[src/rtl/dsw_pkg.sv]
// Shared types for the deep-sleep watchdog.
// Assumes: two clock sources, indexed by the select bit.
package dsw_pkg;
    typedef enum logic {
        SRC_RC   = 1'b0,
        SRC_XTAL = 1'b1
    } dsw_src_e;

    localparam int unsigned NUM_SRC = 2;
    localparam int unsigned PS_W    = 4;
endpackage

[src/rtl/dsw_sync.sv]
// Two-flop synchroniser for one asynchronous level.
// Assumes: the input is a slow level, so one cycle of uncertainty is acceptable.
module dsw_sync (
    input  logic clk,
    input  logic rst_n,
    input  logic d_async,
    output logic q_sync
);
    logic stage1;

    // Purpose: move the level through two flops into the clk domain.
    always_ff @(posedge clk) begin
        if (!rst_n) begin
            stage1 <= 1'b0;
            q_sync <= 1'b0;
        end else begin
            stage1 <= d_async;
            q_sync <= stage1;
        end
    end
endmodule

[src/rtl/dsw_clk_ctl.sv]
// Clock source control: synchronises the ready flags, selects one, and
// raises the enable request for the chosen source during deep sleep.
// Assumes: requests may be combinational from configuration and sleep state.
module dsw_clk_ctl
    import dsw_pkg::*;
(
    input  logic     clk,
    input  logic     rst_n,
    input  logic     enable,
    input  dsw_src_e src,
    input  logic     sleeping,
    input  logic     sw_rc_on,
    input  logic     sw_xtal_on,
    input  logic     rc_ready,
    input  logic     xtal_ready,
    output logic     rc_req,
    output logic     xtal_req,
    output logic     src_ready
);
    logic [NUM_SRC-1:0] raw_ready;
    logic [NUM_SRC-1:0] sync_ready;
    logic               auto_on;

    assign raw_ready = {xtal_ready, rc_ready};

    generate
        for (genvar g = 0; g < NUM_SRC; g++) begin : g_sync
            dsw_sync i_sync (
                .clk     (clk),
                .rst_n   (rst_n),
                .d_async (raw_ready[g]),
                .q_sync  (sync_ready[g])
            );
        end
    endgenerate

    // Purpose: force on the chosen source while armed in deep sleep.
    always_comb begin
        auto_on   = enable && sleeping;
        rc_req    = sw_rc_on   || (auto_on && (src == SRC_RC));
        xtal_req  = sw_xtal_on || (auto_on && (src == SRC_XTAL));
        src_ready = (src == SRC_XTAL) ? sync_ready[1] : sync_ready[0];
    end
endmodule

[src/rtl/dsw_counter.sv]
// Timeout counter: cleared on deep-sleep entry, counts while armed and the
// source is ready, pulses once at terminal count and then holds.
// Assumes: code selects a period of 2^(BASE_LOG2+code) counting edges.
module dsw_counter #(
    parameter int unsigned BASE_LOG2 = 2,
    parameter int unsigned PS_W      = 4
) (
    input  logic            clk,
    input  logic            rst_n,
    input  logic            enable,
    input  logic            sleeping,
    input  logic            src_ready,
    input  logic [PS_W-1:0] code,
    output logic            pulse
);
    localparam int unsigned MAX_CODE = (1 << PS_W) - 1;
    localparam int unsigned CNT_W    = BASE_LOG2 + MAX_CODE;

    logic [CNT_W-1:0] count;
    logic [CNT_W-1:0] last_value;
    logic             sleep_q;
    logic             expired;
    logic             entry;
    logic             advance;
    logic             at_end;

    // Purpose: decode terminal value and counting condition.
    always_comb begin
        last_value = {CNT_W{1'b1}} >> (MAX_CODE[PS_W-1:0] - code);
        entry      = sleeping && !sleep_q;
        advance    = sleeping && sleep_q && enable && src_ready && !expired;
        at_end     = (count == last_value);
    end

    // Purpose: count, restart on entry, latch expiry and emit the pulse.
    always_ff @(posedge clk) begin
        if (!rst_n) begin
            count   <= '0;
            sleep_q <= 1'b0;
            expired <= 1'b0;
            pulse   <= 1'b0;
        end else begin
            sleep_q <= sleeping;
            pulse   <= advance && at_end;
            if (entry) begin
                count   <= '0;
                expired <= 1'b0;
            end else if (advance) begin
                if (at_end) begin
                    expired <= 1'b1;
                end else begin
                    count <= count + 1'b1;
                end
            end
        end
    end
endmodule

[src/rtl/dsleep_wdt.sv]
// Deep-sleep watchdog top: joins source control and the timeout counter.
// Assumes: clk is the slow counting clock; ready inputs are asynchronous.
module dsleep_wdt #(
    parameter int unsigned BASE_LOG2 = 2
) (
    input  logic       clk,
    input  logic       rst_n,
    input  logic       cfg_enable,
    input  logic       cfg_src,
    input  logic [3:0] cfg_ps,
    input  logic       deep_sleep,
    input  logic       sw_rc_on,
    input  logic       sw_xtal_on,
    input  logic       rc_ready,
    input  logic       xtal_ready,
    output logic       rc_req,
    output logic       xtal_req,
    output logic       wake_pulse
);
    import dsw_pkg::*;

    logic     sel_ready;
    dsw_src_e src_sel;

    assign src_sel = dsw_src_e'(cfg_src);

    dsw_clk_ctl i_clk_ctl (
        .clk        (clk),
        .rst_n      (rst_n),
        .enable     (cfg_enable),
        .src        (src_sel),
        .sleeping   (deep_sleep),
        .sw_rc_on   (sw_rc_on),
        .sw_xtal_on (sw_xtal_on),
        .rc_ready   (rc_ready),
        .xtal_ready (xtal_ready),
        .rc_req     (rc_req),
        .xtal_req   (xtal_req),
        .src_ready  (sel_ready)
    );

    dsw_counter #(
        .BASE_LOG2 (BASE_LOG2),
        .PS_W      (PS_W)
    ) i_counter (
        .clk       (clk),
        .rst_n     (rst_n),
        .enable    (cfg_enable),
        .sleeping  (deep_sleep),
        .src_ready (sel_ready),
        .code      (cfg_ps),
        .pulse     (wake_pulse)
    );
endmodule

[config.mk]
export PLATFORM = sky130hd
export DESIGN_NAME = dsleep_wdt
export DESIGN_NICKNAME = d
export VERILOG_FILES = /design/src/rtl/dsw_pkg.sv /design/src/rtl/dsw_sync.sv /design/src/rtl/dsw_clk_ctl.sv /design/src/rtl/dsw_counter.sv /design/src/rtl/dsleep_wdt.sv
export SDC_FILE = /design/constraint.sdc
export NUM_CORES = 1
export LEC_CHECK = 0
export BUFFER_PORTS_ARGS = -buffer_cell sky130_fd_sc_hd__buf_2
export CAP_MARGIN = 10
export CORE_MARGIN = 4
export CORE_UTILIZATION = 59
export CTS_CLUSTER_SIZE = 10
export DETAILED_ROUTE_END_ITERATION = 12
export MAX_ROUTING_LAYER = met4
export PLACE_DENSITY = 0.76
export SKIP_LAST_GASP = 1
export SYNTH_ARGS = -nofsm -noshare
export SYNTH_HDL_FRONTEND = slang
export SYNTH_SLANG_ARGS = --single-unit
[constraint.sdc]
create_clock -name clk -period 3.3 [get_ports clk]
set_clock_uncertainty 0.15 [all_clocks]
set_input_delay 0.165 -clock clk [delete_from_list [all_inputs] [get_ports clk]]
set_output_delay 0.165 -clock clk [all_outputs]
set_load 0.01 [all_outputs]
### Yosys cells after proc, flatten, opt, wreduce, memory -nomap -nowiden

Cells that the tools add are included.

| word-level totals | value |
|---|---|
| register bits after elaboration | 24 |
| input bits | 13 |
| output and inout bits | 3 |
| logic and storage cells | 32 |

| operators by class | value |
|---|---|
| $add $sub $neg | 2 |
| equality and inequality tests | 1 |
| shifts and indexed selects | 1 |
| multiplexer cells | 1 |
| bitwise operators | 3 |
| reductions and logical operators | 16 |

Operators with widths:

| operator | number |
|---|---|
| $add 17x1->17 const B | 1 |
| $eq 17x17->1 | 1 |
| $shr 17x4->17 const A | 1 |
| $logic_and 1x1->1 | 9 |
| $reduce_and 2->1 | 2 |
| $sub 4x4->4 const A | 1 |
| $not 1->1 | 3 |
| $logic_not 1->1 | 2 |
| $logic_or 1x1->1 | 2 |
| $reduce_or 2->1 | 1 |
| $mux 1 | 1 |

### Logic depth before layout (Yosys ltp)

Gate-level depths: netlist of run 1.

| depth | value |
|---|---|
| word-level depth | 5 |
| depth in mapped cells | 11 |
| mapped depth without buffers | 7 |

### Cells and area by module

Synthesis of run 1 repeated with hierarchy kept, for this count alone.

| unflattened totals | value |
|---|---|
| cells, all modules | 215 |
| area, all modules | 1742.9 sq um |

By module, submodules not included:

| module | instances | cells an instance | area an instance (sq um) | sequential area each (sq um) |
|---|---|---|---|---|
| dsw_counter | 1 | 203 | 1602.8 | 400.4 |
| dsw_sync | 2 | 4 | 52.6 | 40.0 |
| dsw_clk_ctl | 1 | 4 | 35.0 | 0.0 |

### Worst setup path before layout of run 1

No wires, ideal clock.

| path | value |
|---|---|
| path kind | register to register |
| from | reg i_counter.count[15] |
| to | reg i_counter.count[4] |
| library setup time | 0.115 ns |
| arrival time | 2.017 ns |
| data required time | 3.035 ns |
| path slack | 1.019 ns |
| cell stages (with the launch flop) | 10 |
| buffers on the path | 3 |
| period minus slack after synthesis | 2.281 ns |
| path through | dfxtp_1 > clkbuf_2 > and4b_1 > nor4_2 > or4b_4 > nor2_4 > buf_6 > buf_12 > nor3_2 > o21a_1 |

| between the ends | value |
|---|---|
| cells in the longest elaborated chain, start to end | 3 |

RTL lines:

| item | RTL line | source |
|---|---|---|
| from (decl) | dsw_counter.sv:19 | `logic [CNT_W-1:0] count;` |
| from (signal assigned) | dsw_counter.sv:52 | `count <= count + 1'b1;` |
| $eq 17x17->1 | dsw_counter.sv:32 | `at_end = (count == last_value);` |
| $not 1->1 (no source line) | -- |  |
| $reduce_and 2->1 (no source line) | -- |  |

Every way passes these cells.
A chain may end at the register's enable or synchronous reset.

### Final worst setup path of run 1

| path | value |
|---|---|
| from | reg i_counter.count[11] |
| to | reg i_counter.expired |

| between the ends | value |
|---|---|
| cells in the longest elaborated chain, start to end | 2 |

RTL lines:

| item | RTL line | source |
|---|---|---|
| $eq 17x17->1 | dsw_counter.sv:32 |  |
| $reduce_and 2->1 (no source line) | -- |  |
| to (signal assigned) | dsw_counter.sv:40 | `expired <= 1'b0;` |
| to (signal assigned) | dsw_counter.sv:47 | `expired <= 1'b0;` |
| to (signal assigned) | dsw_counter.sv:50 | `expired <= 1'b1;` |
| to (decl) | dsw_counter.sv:22 | `logic expired;` |

Every way passes these cells.

==> results of run 1 <==
[sequential cells by signal, indices dropped and copies added (netlist names)]
name                            flops
i_clk_ctl.g_sync.i_sync.q_sync      2
i_clk_ctl.g_sync.i_sync.stage1      2
i_counter.count                    17
i_counter.expired                   1
i_counter.pulse                     1
i_counter.sleep_q                   1
[layout make-up]
type | count | area (um^2)
Multi-Input combinational cell | 165 | 1110
Timing Repair Buffer | 23 | 153
Fill cell | 227 | 925
Sequential cell | 24 | 480
Inverter | 7 | 26.3
Clock buffer | 3 | 22.5
Tap cell | 31 | 38.8
Clock inverter | 1 | 30.0
[where the power goes]
part	internal, mW	switching [mW]
Clock	0.123	0.0861
Sequential	0.293	0.000799
Combinational	0.0304	0.0439
Total	0.446	0.131
[kinds of logic (layout without fill, tap and decap cells)]
kind of cell,after synthesis,count (layout),share of synthesized area
adder cells (fa/ha/maj),1,1,0.00719
XOR/XNOR,7,7,0.0353
flip-flops,24,24,0.276
AO/OA/AOI/OAI,65,65,0.259
multiplexers,3,3,0.0173
AND/OR/NAND/NOR,89,89,0.317
buffers and inverters,24,34,0.0878
[metal layers]
layer | routed length [um] | track usage
met5 | 0 | -
met4 | 110 | 0.0902
met3 | 224 | 0.0523
met2 | 2100 | 0.367
met1 | 1740 | 0.262
[critical path: cells and delay by family (launching register included)]
kind             cells  cell delay, ps
AND/OR/NAND/NOR      4            1520
flip-flops           1             410
AO/OA/AOI/OAI        3             510
[worst paths after layout]
path / start / to / slack [ps] / cells after the start
setup / recovery: i_counter.count[11] / i_counter.expired / 640 / 7
hold / removal: cfg_enable / i_counter.expired / 180 / 5
setup reg to reg: i_counter.count[11] / i_counter.expired / 640 / 7
hold reg to reg: i_clk_ctl.g_sync[0].i_sync.stage1 / i_clk_ctl.g_sync[0].i_sync.q_sync / 300 / 1
[metrics by stage]
stage	instance area, um^2	setup slack (ps)	hold slack (ps)	cells	utilization
6_report	1860	645	175	254	0.668
5_1_grt	1860	469	204	254	0.668
4_1_cts	1860	678	168	254	0.668
3_5_place_dp	1730	709	229	243	0.623
3_3_place_gp	1730	757	223	243	0.623
2_1_floorplan	1740	1020	137	213	-
[cell usage in the layout, fill, tap and decap left out, types with 7 or more instances in the layout]
cell,Yosys,routed
sky130_fd_sc_hd__dlygate4sd3_1,0,7
sky130_fd_sc_hd__dfxtp_1,24,24
sky130_fd_sc_hd__o21ai_0,7,7
sky130_fd_sc_hd__inv_1,7,7
sky130_fd_sc_hd__or4_1,7,7
sky130_fd_sc_hd__nor2_1,11,11
sky130_fd_sc_hd__buf_2,6,15
sky130_fd_sc_hd__a21oi_1,10,10
sky130_fd_sc_hd__nand3_1,7,7
sky130_fd_sc_hd__nand2_1,16,16
==> results.sh, run 1 <==
export IMPL_first_global_vias=1555
export IMPL_ir_worst_vdd_v=0.000423
export IMPL_numPortBuffers=15
export IMPL_htree_num_levels=1
export IMPL_nets=238
export IMPL_dr_first_iter_drc_count=118
export IMPL_clock_pin_slew_reported_for_the_worst_setup_and_hold_paths_after_clock_tree_synthesis_ps=130
export IMPL_yosysSeqAreaShare=0.276
export IMPL_critical_path_endpoint_type="flip-flop"
export IMPL_worst_setup_path_start_kind="flip-flop"
export IMPL_synth_cell_area_um2=1740
export IMPL_synth_top_cells_by_count="sky130_fd_sc_hd__dfxtp_1 (24), sky130_fd_sc_hd__nand2_1 (16), sky130_fd_sc_hd__nor2_1 (11)"
export IMPL_clk_root_buffer_cell="sky130_fd_sc_hd__clkbuf_4"
export IMPL_cts_setup_buffers=0
export IMPL_vias=1697
export IMPL_power_density_nw_per_um2=311
export IMPL_fp_dieArea_um2=3880
export IMPL_start_util=0.625
export IMPL_detailed_routing_iteration_count_for_the_pre_antenna_repair_pass=4
export IMPL_postSynthRegisterBits=24
export IMPL_io_pin_count=16
export IMPL_clock_insertion_delay_worst_skew_ps=310
export IMPL_leakagePower_nw=0.633
export IMPL_maximum_frequency_from_static_timing_analysis_ghz=0.377
export IMPL_post_cts_hold_buffer_count=7
export IMPL_gp_congestion=0.930
export IMPL_status="complete, no violations"
export IMPL_crit_path_cells="or4_1, o21ai_1, o2111ai_1, or4b_1, nor3_1, nand2_1, a21oi_1"
export IMPL_netlist_top_cell_by_area="sky130_fd_sc_hd__dfxtp_1"
export IMPL_ctsResizeCount=0
export IMPL_synth_top_cell_area_share=0.276
export IMPL_gr_total_overflow=0
export IMPL_synth_ff_type="sky130_fd_sc_hd__dfxtp_1"
export IMPL_maxSlewViolCount=0
export IMPL_antenna_cells=0
export IMPL_syn_nets=227
export IMPL_synth_cells=213
export IMPL_cp_data_arrival_time_ps=2760
export IMPL_yosys_cell_types_count=61
export IMPL_grt_max_degree=27
export IMPL_cp_required_ps=3400
export IMPL_floorplan_die_width_um=62.3
export IMPL_ys_warnings_count=0
export IMPL_post_route_setup_tns_ps=0
export IMPL_syn_to_final_growth_pct=6.76
export IMPL_vias_per_cell=6.68
export IMPL_clock_sinks=24
export IMPL_crit_path_top_delay_cell="sky130_fd_sc_hd__or4_1"
export IMPL_number_of_endpoints_failing_setup_at_the_final_stage=0
export IMPL_drtAntennaViolNets=0
export IMPL_path_max_fanout=7
export IMPL_period_needed_ps=2660
export IMPL_wl_um=4180
export IMPL_avgRoutedWirePerCell_um=16.5
export IMPL_worst_slew_pin_transition_ps=715
export IMPL_synth_area_per_cell_um2=8.17
export IMPL_asyncSetResetFlopFracSynth=0
export IMPL_remaining_drc_errors=0
export IMPL_hold_path_class="input port to flip-flop"
export IMPL_clock_tree_buffer_depth=2
export IMPL_fp_coreArea_um2=2780
export IMPL_period_share=0.805
export IMPL_cts_buffers=3
export IMPL_grt_usage=0.224
export IMPL_floorplan_rows=19
export IMPL_synth_edff_count=0
export IMPL_global_route_wire_length_before_repair_um=7130
export IMPL_finalHoldViolCount=0
export IMPL_timing_max_cap_violations=0
export IMPL_max_stage_delay_ps=550
export IMPL_rsz0062_at_grt="false"
export IMPL_grt_antenna_before_repair=0
export IMPL_critical_path_class="flip-flop to flip-flop"
export IMPL_synthMostInstantiatedCell="sky130_fd_sc_hd__dfxtp_1"
export IMPL_worst_slew_margin_rel=0.519
export IMPL_tritoncts_clock_tree="done"
export IMPL_finalPower_mw=0.577
export IMPL_dpl_hpwl_um=2940
export IMPL_floorplan_die_height_um=62.3
export IMPL_post_synth_main_area_contributors="sky130_fd_sc_hd__dfxtp_1 (28%), sky130_fd_sc_hd__nand2_1 (3.5%), sky130_fd_sc_hd__or4_1 (3.0%)"
export IMPL_share_of_final_layout_standard_cells_stronger_than_drive_strength_1=0.161
(Power assumes the default switching activity.)
==> run 2: changes to the inputs <==
Clock period 3.3 ns to 2.6 ns, I/O delays scaled along.
==> results.sh, run 2 (synthesized netlist as in run 1, its figures left out) <==
export IMPL_critical_path_endpoint_type="flip-flop"
export IMPL_rsz0062_at_grt="false"
export IMPL_hp_start="cfg_enable"
export IMPL_vias=1711
export IMPL_antenna_cells=0
export IMPL_nets=244
export IMPL_clock_pin_slew_reported_for_the_worst_setup_and_hold_paths_after_clock_tree_synthesis_ps=140
export IMPL_timing_reg2reg_setup_slack_ps=140
export IMPL_floorplan_rows=19
export IMPL_global_route_wire_length_before_repair_um=7750
export IMPL_ir_worst_vdd_v=0.000426
export IMPL_hold_path_class="input port to flip-flop"
export IMPL_hold_path_cell_count=5
export IMPL_largest_reg_flops=17
export IMPL_remaining_drc_errors=0
export IMPL_largest_register="i_counter.count"
export IMPL_layout_cells_most_common_list="sky130_fd_sc_hd__dfxtp_1 (23), sky130_fd_sc_hd__nand2_1 (16), sky130_fd_sc_hd__buf_2 (15)"
export IMPL_wl_um=4580
export IMPL_first_global_vias=1617
export IMPL_dpl_hpwl_um=3350
export IMPL_maximum_frequency_from_static_timing_analysis_ghz=0.406
export IMPL_critical_path_class="flip-flop to flip-flop"
export IMPL_worst_slew_margin_rel=0.444
export IMPL_fp_coreArea_um2=2780
export IMPL_grt_antenna_before_repair=0
export IMPL_largestRegisters="i_counter.count (17), i_clk_ctl.g_sync.i_sync.q_sync (2), i_clk_ctl.g_sync.i_sync.stage1 (2)"
export IMPL_avgRoutedWirePerCell_um=17.6
export IMPL_dp_cells=248
export IMPL_clk_root_buffer_cell="sky130_fd_sc_hd__clkbuf_4"
export IMPL_io_pin_count=16
export IMPL_status="complete, no violations"
export IMPL_htree_num_levels=1
export IMPL_hold_path_end="i_counter.expired"
export IMPL_worstRegToRegCells=8
export IMPL_period_needed_ps=2460
export IMPL_syn_to_final_growth_pct=11.5
export IMPL_cp_required_ps=2670
export IMPL_gr_total_overflow=0
export IMPL_share_of_final_layout_standard_cells_stronger_than_drive_strength_1=0.205
export IMPL_floorplan_die_width_um=62.3
export IMPL_timing_final_ws_setup_ps=135
export IMPL_timing_max_cap_violations=0
export IMPL_path_max_fanout=20
export IMPL_dp_slack_ps=-2.54
export IMPL_clock_insertion_delay_worst_skew_ps=320
export IMPL_finalNonFillerCells=260
export IMPL_drtAntennaViolNets=0
export IMPL_most_common_library_cell_in_the_layout_ignoring_fill_and_taps="sky130_fd_sc_hd__dfxtp_1"
export IMPL_power_density_nw_per_um2=381
export IMPL_clock_sinks=24
export IMPL_vias_per_cell=6.58
export IMPL_worst_slew_pin_transition_ps=826
export IMPL_worst_setup_path_start_kind="flip-flop"
export IMPL_cp_data_arrival_time_ps=2530
export IMPL_period_share=0.948
export IMPL_leakagePower_nw=0.678
export IMPL_cts_buffers=3
export IMPL_crit_reg2reg_launch="i_counter.count[4]"
export IMPL_gp_congestion=0.926
export IMPL_grt_max_degree=25
export IMPL_finalHoldViolCount=0
export IMPL_fp_dieArea_um2=3880
export IMPL_detailed_routing_iteration_count_for_the_pre_antenna_repair_pass=4
export IMPL_worstReg2RegEnd="i_counter.count[4]"
export IMPL_floorplan_die_height_um=62.3
export IMPL_tritoncts_clock_tree="done"
export IMPL_numPortBuffers=15
export IMPL_finalPower_mw=0.738
export IMPL_number_of_endpoints_failing_setup_at_the_final_stage=0
export IMPL_clock_tree_buffer_depth=2
export IMPL_maxSlewViolCount=0
export IMPL_start_util=0.625
export IMPL_grt_usage=0.247
export IMPL_dr_first_iter_drc_count=191
## run 2: cell count changes in the layout (fill, tap and decap cells not counted), sizes merged
cell  previous run  this run
buf             16        22
## run 2: layout make-up
| cell class | count | area (um^2) |
|---|---|---|
| multi-input combinational | 165 | 1130 |
| fill | 225 | 842 |
| sequential | 24 | 482 |
| timing repair buffer | 29 | 210 |
| tap | 31 | 38.8 |
| clock inverter | 1 | 30.0 |
| inverter | 7 | 26.3 |
| clock buffer | 3 | 22.5 |
## run 2: worst max-delay path, cell delays in order (launching register included)
cell and delay [ps]:
sky130_fd_sc_hd__dfxtp_1 540, sky130_fd_sc_hd__nor2b_1 220, sky130_fd_sc_hd__o2bb2ai_1 130, sky130_fd_sc_hd__o22ai_1 160, sky130_fd_sc_hd__or4b_4 560, sky130_fd_sc_hd__nor2_4 210, sky130_fd_sc_hd__buf_12 170, sky130_fd_sc_hd__nor3_2 50
sky130_fd_sc_hd__o21a_1 170
## run 2: worst max path at each step
stage	startpoint	to	slack [ps]	depth (start not counted)
6_report	i_counter.count[4]	i_counter.count[4]	140	8
5_1_grt	i_counter.count[9]	i_counter.count[4]	3	7
4_1_cts	i_counter.count[11]	i_counter.expired	30	7
3_5_place_dp	i_counter.count[11]	i_counter.expired	-3	7
3_3_place_gp	i_counter.count[11]	i_counter.expired	10	7
2_1_floorplan	i_counter.count[15]	i_counter.count[4]	320	9
## run 2: where the power goes
group	total, mW	internal, mW	switching, mW
logic	0.0988	0.0396	0.0591
clock network	0.267	0.156	0.111
registers	0.373	0.371	0.00121
## run 2: through the flow
step                      TNS, ps  cell area (um^2)   util  hold slack, ps
final                           0              1940  0.697             158
after global routing            0              1940  0.697             186
after CTS                       0              1910  0.687             153
after detailed placement    -2.54              1780  0.641             189
after global placement          0              1780  0.641             188
after floorplan                 0              1740      -             102
## run 2: metal layers
layer | global-route usage | wire length [um] | up-vias
li1 | - | - | 844
met1 | 0.298 | 1870 | 793
met2 | 0.421 | 2380 | 60
met3 | 0.0324 | 232 | 14
met4 | 0.0796 | 97 | 0
met5 | - | 0 | -
## run 2: repair_timing
item / 4_1_cts / 5_1_grt
buffers inserted: 0 / 1
hold buffers: 7 / 0
gates resized for setup: 1 / 5
endpoints found under the hold margin: 6 / 0
pin swaps: 0 / 2
setup endpoints to repair: 1 / 13
